--- src/rtl/psh_pkg.sv ---
package psh_pkg;
    typedef enum logic [2:0] {
        S_IDLE,
        S_REQ,
        S_WSTAT,
        S_FETCH,
        S_LOW,
        S_HIGH,
        S_WINIT
    } psh_state_e;
endpackage

--- src/rtl/psh_sync.sv ---
module psh_sync #(
    parameter int W = 3
) (
    input  logic         clk,
    input  logic         rst_n,
    input  logic [W-1:0] async_i,
    output logic [W-1:0] sync_o
);
    for (genvar g = 0; g < W; g++) begin : g_bit
        logic meta_q;
        logic stab_q;
        always_ff @(posedge clk or negedge rst_n) begin
            if (!rst_n) begin
                meta_q <= 1'b0;
                stab_q <= 1'b0;
            end else begin
                meta_q <= async_i[g];
                stab_q <= meta_q;
            end
        end
        assign sync_o[g] = stab_q;
    end
endmodule

--- src/rtl/psh_budget.sv ---
module psh_budget #(
    parameter int W = 20
) (
    input  logic         clk,
    input  logic         rst_n,
    input  logic         clr,
    input  logic [W-1:0] limit,
    output logic         expired
);
    logic [W-1:0] cnt_q;

    always_ff @(posedge clk or negedge rst_n) begin
        if (!rst_n)              cnt_q <= '0;
        else if (clr)            cnt_q <= '0;
        else if (cnt_q != '1)    cnt_q <= cnt_q + 1'b1;
    end

    assign expired = (cnt_q >= limit);
endmodule

--- src/rtl/psh_loader.sv ---
module psh_loader
    import psh_pkg::*;
#(
    parameter int AW       = 16,
    parameter int NBYTES   = 1024,
    parameter int REQ_LOW  = 4,
    parameter int HALF     = 2,
    parameter int TW       = 20,
    parameter int STAT_TO  = 1000,
    parameter int CDONE_TO = 1000000,
    parameter int IDONE_TO = 10000
) (
    input  logic          clk,
    input  logic          rst_n,
    input  logic          start_i,
    output logic [AW-1:0] mem_addr_o,
    output logic          mem_req_o,
    input  logic [7:0]    mem_data_i,
    input  logic          mem_valid_i,
    output logic          cfg_req_n_o,
    output logic          dclk_o,
    output logic          data_o,
    input  logic          stat_i,
    input  logic          cdone_i,
    input  logic          idone_i,
    output logic          busy_o,
    output logic          done_o,
    output logic          err_o
);
    localparam int PMAX = (HALF > REQ_LOW) ? HALF : REQ_LOW;
    localparam int PW   = $clog2(PMAX + 1);
    localparam int BCW  = $clog2(NBYTES + 1);
    localparam logic [PW-1:0]  PH_END = PW'(HALF - 1);
    localparam logic [PW-1:0]  RQ_END = PW'(REQ_LOW - 1);
    localparam logic [BCW-1:0] BC_END = BCW'(NBYTES);

    typedef struct packed {
        psh_state_e     st;
        logic [PW-1:0]  ph;
        logic [BCW-1:0] bcnt;
        logic [7:0]     sh;
        logic [2:0]     bi;
        logic           seen;
        logic           tail;
        logic           dclk;
        logic           dat;
        logic           req_n;
        logic           mreq;
        logic           done;
        logic           err;
        logic           idp;
    } regs_t;

    regs_t r_q, r_d;

    logic [2:0]    flags_s;
    logic          stat_s, cdone_s, idone_s;
    logic          wd_clr, wd_exp, fail, seen_now;
    logic [TW-1:0] wd_lim;

    psh_sync #(.W(3)) u_sync (
        .clk     (clk),
        .rst_n   (rst_n),
        .async_i ({idone_i, cdone_i, stat_i}),
        .sync_o  (flags_s)
    );
    assign stat_s  = flags_s[0];
    assign cdone_s = flags_s[1];
    assign idone_s = flags_s[2];

    psh_budget #(.W(TW)) u_budget (
        .clk     (clk),
        .rst_n   (rst_n),
        .clr     (wd_clr),
        .limit   (wd_lim),
        .expired (wd_exp)
    );

    always_comb begin
        case (r_q.st)
            S_WSTAT: wd_lim = TW'(STAT_TO);
            S_WINIT: wd_lim = TW'(IDONE_TO);
            default: wd_lim = TW'(CDONE_TO);
        endcase
    end

    always_comb begin
        r_d      = r_q;
        wd_clr   = 1'b0;
        fail     = 1'b0;
        seen_now = r_q.seen | cdone_s;
        r_d.idp  = idone_s;
        case (r_q.st)
            S_IDLE: begin
                if (start_i) begin
                    r_d.st    = S_REQ;
                    r_d.ph    = '0;
                    r_d.req_n = 1'b0;
                    r_d.done  = 1'b0;
                    r_d.err   = 1'b0;
                    r_d.bcnt  = '0;
                    r_d.seen  = 1'b0;
                    r_d.tail  = 1'b0;
                end
            end
            S_REQ: begin
                if (r_q.ph == RQ_END) begin
                    r_d.req_n = 1'b1;
                    r_d.st    = S_WSTAT;
                    wd_clr    = 1'b1;
                end else begin
                    r_d.ph = r_q.ph + 1'b1;
                end
            end
            S_WSTAT: begin
                if (stat_s) begin
                    r_d.st = S_FETCH;
                    wd_clr = 1'b1;
                end else if (wd_exp) begin
                    fail = 1'b1;
                end
            end
            S_FETCH, S_LOW, S_HIGH: begin
                r_d.seen = seen_now;
                if (!stat_s || wd_exp) begin
                    fail = 1'b1;
                end else if (r_q.st == S_FETCH) begin
                    if (seen_now) begin
                        r_d.mreq = 1'b0;
                        r_d.dat  = 1'b0;
                        r_d.ph   = '0;
                        r_d.st   = S_LOW;
                    end else if (r_q.bcnt == BC_END) begin
                        fail = 1'b1;
                    end else if (r_q.mreq && mem_valid_i) begin
                        r_d.mreq = 1'b0;
                        r_d.sh   = mem_data_i;
                        r_d.dat  = mem_data_i[0];
                        r_d.bi   = 3'd0;
                        r_d.bcnt = r_q.bcnt + 1'b1;
                        r_d.ph   = '0;
                        r_d.st   = S_LOW;
                    end else begin
                        r_d.mreq = 1'b1;
                    end
                end else if (r_q.ph != PH_END) begin
                    r_d.ph = r_q.ph + 1'b1;
                end else if (r_q.st == S_LOW) begin
                    r_d.ph   = '0;
                    r_d.dclk = 1'b1;
                    r_d.st   = S_HIGH;
                end else begin
                    r_d.ph   = '0;
                    r_d.dclk = 1'b0;
                    if (seen_now) begin
                        r_d.dat = 1'b0;
                        if (r_q.tail) begin
                            r_d.st = S_WINIT;
                            wd_clr = 1'b1;
                        end else begin
                            r_d.tail = 1'b1;
                            r_d.st   = S_LOW;
                        end
                    end else if (r_q.bi == 3'd7) begin
                        r_d.st = S_FETCH;
                    end else begin
                        r_d.bi  = r_q.bi + 3'd1;
                        r_d.dat = r_q.sh[r_q.bi + 3'd1];
                        r_d.st  = S_LOW;
                    end
                end
            end
            S_WINIT: begin
                if (idone_s && !r_q.idp) begin
                    r_d.done = 1'b1;
                    r_d.st   = S_IDLE;
                end else if (wd_exp) begin
                    fail = 1'b1;
                end
            end
            default: fail = 1'b1;
        endcase
        if (fail) begin
            r_d.st    = S_IDLE;
            r_d.err   = 1'b1;
            r_d.done  = 1'b0;
            r_d.dclk  = 1'b0;
            r_d.dat   = 1'b0;
            r_d.mreq  = 1'b0;
            r_d.req_n = 1'b1;
        end
    end

    always_ff @(posedge clk or negedge rst_n) begin
        if (!rst_n) begin
            r_q       <= '0;
            r_q.req_n <= 1'b1;
        end else begin
            r_q <= r_d;
        end
    end

    assign mem_addr_o  = AW'(r_q.bcnt);
    assign mem_req_o   = r_q.mreq;
    assign cfg_req_n_o = r_q.req_n;
    assign dclk_o      = r_q.dclk;
    assign data_o      = r_q.dat;
    assign busy_o      = (r_q.st != S_IDLE);
    assign done_o      = r_q.done;
    assign err_o       = r_q.err;
endmodule

--- config.mk ---
export PLATFORM = sky130hd
export DESIGN_NAME = psh_loader
export DESIGN_NICKNAME = d
export VERILOG_FILES = /design/src/rtl/psh_pkg.sv /design/src/rtl/psh_sync.sv /design/src/rtl/psh_budget.sv /design/src/rtl/psh_loader.sv
export SDC_FILE = /design/constraint.sdc
export NUM_CORES = 1
export LEC_CHECK = 0
export ABC_AREA = 1
export BUFFER_PORTS_ARGS = -buffer_cell sky130_fd_sc_hd__buf_4
export CAP_MARGIN = 20
export CORE_UTILIZATION = 57
export CTS_CLUSTER_DIAMETER = 60
export DETAILED_ROUTE_END_ITERATION = 8
export PLACE_DENSITY = 0.82
export SLEW_MARGIN = 10
export SYNTH_ARGS = -nofsm -noshare
export SYNTH_HDL_FRONTEND = slang
export SYNTH_SLANG_ARGS = --single-unit
--- constraint.sdc ---
create_clock -name clk -period 6.67 [get_ports clk]
set_input_delay 0.667 -clock clk [delete_from_list [all_inputs] [get_ports clk]]
set_output_delay 0.667 -clock clk [all_outputs]
set_load 0.02 [all_outputs]
==> reports/qor.yml <==
grt_max_degree: 64
p_per_area_nw_per_um2: 311.2
power.leakage_nw: 2.317
num-fill-cells: 617
via_count: 3794
drive_gt1_share_pct: 13.64
endpoint_kind: "flop"
worstPathArrival_ns: 3.43
cts_tree: "built"
cts_root_buf: "clkbuf_8"
grt_pass1_wl_mm: 15.44
period_share_pct: 48.35
cts_buffer_depth: 2
antenna_left: 0
drtIter0Drc: 287
setup_viol: 0
cts-resized-gates: 0
grt_pass1_vias: 3435
cts_max_level: 3
wl_per_cell_um: 13.49
drt-pass1-iter-count: 5
worstMarginPinSlew_ns: 0.7714
clock-skew-final_ns: 0.008986
max_cap_violations: 0
coreArea_sq_um: 6907
ys_types: 43
overflow: 0
ios: 38
cp_cell_sequence: "inv_2 -> nand2_2 -> nor2_2 -> inv_1 -> ha_1 -> nand2_1 -> nand2_1 -> nand2_1 -> nand2_1 -> nand2_1 -> nand2_1 -> nor2_2 -> nand3_2 -> inv_2 -> nand3_1 -> nor2_1 -> a21oi_1"
gp_congestion: 0.9693
antennaDiodeCount: 0
grt_use_total_pct: 26.17
synth-edff-count: 0
cts.clk_slew.worst_paths_ns: 0.06
start_util_pct: 60.29
syn_avg_cell_area_sq_um: 7.331
drcViolationCount: 0
grtUsageMet1_pct: 35.41
antenna_found_initial: 0
grtUsageMet2_pct: 41.05
dp_cells: 677
slowest_delay_ns: 0.52
ys_ff_latch: 63
routed_wl_mm: 9.307
multi_input_area_sq_um: 2106
cts_inserted_buffers: 9
worstSetupStartpointType: "flop"
post-route-min-period_ns: 3.225
synth-async-reset-ratio_pct: 100.0
die_w_um: 87.47
hold_viol: 0
netlist_instances: 568
cts.sinks: 63
cpMaxStageDelayCell: "nand3_1"
insertion_delay_ns: 0.35
synth_area_sq_um: 4164
vdd_drop_max_v: 0.0001719
slew_headroom_pct: 48.57
worst_path_most_repeated_cell: "nand2_1"
std_cell_rows: 30
fin_setup_tns_ns: 0
path_max_fanout: 20
layout.nets: 629
yosys_warnings: 0
maxSlewViolCount: 0
final_core_util_pct: 65.58
status: "finished clean"
busiest_layer: "met2"
hold_path.class: "flop to flop"
portBuffers: 32
regArea_sq_um: 1578
grt_util_met3_pct: 5.024
cp_data_required_time_ns: 6.87
final_cell_count_no_fill: 690
cts_hold_buf: 0
ys_seq_area_share_pct: 37.89
vias_per_cell: 5.499
yosys_most_used_dff: "dfrtp_1"
criticalPathCategory: "flop to flop"
rsz0062_at_grt: "no"
rrSetupSlack_ns: 3.44
dpl.hpwl_mm: 6.880
die_h_um: 87.47
dieArea_sq_um: 7651
fmax_mhz: 310.1
cts_setup_buffers: 0
area_growth_syn_to_layout_pct: 8.774
placed cells by master (no fill, tap or decap), types with 3 or more instances in the layout:
master / n
nor3_1: 11
o31ai_1: 3
nand2_1: 126
nor4_1: 3
nand3_2: 7
nor2_1: 63
ha_1: 22
nand2_2: 4
inv_2: 13
a21oi_1: 19
nand3_1: 41
clkbuf_8: 10
buf_4: 33
inv_1: 74
o21ai_0: 24
nand4_1: 19
dfrtp_1: 62
nor2_2: 4
conb_1: 5
o41ai_1: 3
xor2_1: 8
o21ai_1: 12
worst paths after layout:
kind,start,endpoint,depth (start not counted)
min in group asynchronous,rst_n,u_budget.cnt_q[14]$_DFFE_PN0P_,1
worst min register to register,u_sync.g_bit[0].meta_q$_DFF_PN0_,u_sync.g_bit[0].stab_q$_DFF_PN0_,0
worst max-delay path,r_q[34]$_DFFE_PN0P_,r_q[15]$_DFFE_PN0P_,17
max in group asynchronous,rst_n,r_q[35]$_DFFE_PN0P_,1
worst min-delay path,u_sync.g_bit[0].meta_q$_DFF_PN0_,u_sync.g_bit[0].stab_q$_DFF_PN0_,0
worst max register to register,r_q[34]$_DFFE_PN0P_,r_q[15]$_DFFE_PN0P_,17
final cells by class:
cell class                 instances  share of cell area, %
multi-input combinational        398                  46.49
sequential                        63                  34.83
inverter                          87                  7.210
timing repair buffer              33                  5.470
clock buffer                      11                  3.122
tap                               96                  2.652
clock inverter                     2                 0.2210
Yosys cell counts, types with 2 or more instances:
| cell | number | share of area [%] |
|---|---|---|
| clkbuf_1 | 3 | 0.27 |
| xor2_1 | 8 | 1.7 |
| dfrtp_1 | 62 | 37 |
| xnor2_1 | 2 | 0.42 |
| nand3_2 | 7 | 1.7 |
| o21a_1 | 2 | 0.36 |
| buf_2 | 3 | 0.36 |
| buf_6 | 2 | 0.54 |
| nor4_1 | 3 | 0.45 |
| a31oi_1 | 2 | 0.30 |
| inv_2 | 13 | 1.2 |
| o21ai_0 | 24 | 2.9 |
| o41ai_1 | 3 | 0.63 |
| a21oi_1 | 19 | 2.3 |
| nor2_1 | 63 | 5.7 |
| nor3_1 | 11 | 1.3 |
| nor2_2 | 4 | 0.60 |
| inv_1 | 74 | 6.7 |
| ha_1 | 22 | 6.6 |
| nand3_1 | 41 | 4.9 |
| o31ai_1 | 3 | 0.54 |
| buf_4 | 16 | 2.9 |
| nand4_1 | 19 | 2.9 |
| nand2_1 | 126 | 11 |
| or2_2 | 2 | 0.30 |
| nand2_2 | 4 | 0.60 |
| a21oi_2 | 2 | 0.42 |
| o21ai_1 | 12 | 1.4 |
| o211ai_1 | 2 | 0.36 |
registers in the layout, summed over array words and instances, names as in the netlist:
name,cells
r_q,20
u_budget.cnt_q,20
mem_addr_o,11
u_sync.g_bit.meta_q,3
u_sync.g_bit.stab_q,3
cfg_req_n_o,1
data_o,1
dclk_o,1
done_o,1
err_o,1
mem_req_o,1
where the power goes:
part	internal [W]	switching [W]	leakage [nW]
logic	0.000205	0.000406	1.42
clock network	0.000137	0.000138	0.0809
registers	0.000456	0.0000659	0.816
per-stage QoR:
| step | cell area (sq um) | hold slack [ns] | setup WS [ns] | power (W) |
|---|---|---|---|---|
| 6_report | 4529 | 0.3459 | 3.445 | 0.001409 |
| 5_1_grt | 4529 | 0.3601 | 3.043 | 0.001515 |
| 4_1_cts | 4529 | 0.3497 | 3.468 | 0.001405 |
| 3_5_place_dp | 4378 | 0.3365 | 3.506 | 0.001125 |
| 3_3_place_gp | 4378 | 0.3325 | 3.710 | 0.001098 |
| 2_1_floorplan | 4179 | 0.3312 | 4.345 | 0.0009775 |
logic make-up (layout without fill, tap and decap cells):
kind of cell | Yosys count | count (layout) | synth area share (%)
AOI/OAI and AO/OA | 73 | 73 | 9.916
xor gates and xnor gates | 10 | 10 | 2.104
adders and majority gates | 22 | 22 | 6.610
buffers and inverters | 111 | 133 | 11.90
DFF | 63 | 63 | 37.89
muxes | 1 | 1 | 0.2404
other | 1 | 5 | 0.09006
and+or+nand+nor | 287 | 287 | 31.25
worst max-delay path: cells and delay by family (launching register included):
kind,cells,cell delay [ns]
flip-flops,1,0.44
AO/OA/AOI/OAI,1,0.06
AND/OR/NAND/NOR,12,1.84
adder cells (fa/ha/maj),1,0.31
buffers and inverters,3,0.44
metal layers:
layer	part of all wire (%)	vias up	wire, um
li1	-	1877	-
met4	2.2	0	208
met2	45	155	4156
met3	7.6	30	703
met5	0	-	0
met1	46	1732	4238
Power figures use the tool's default switching activity.
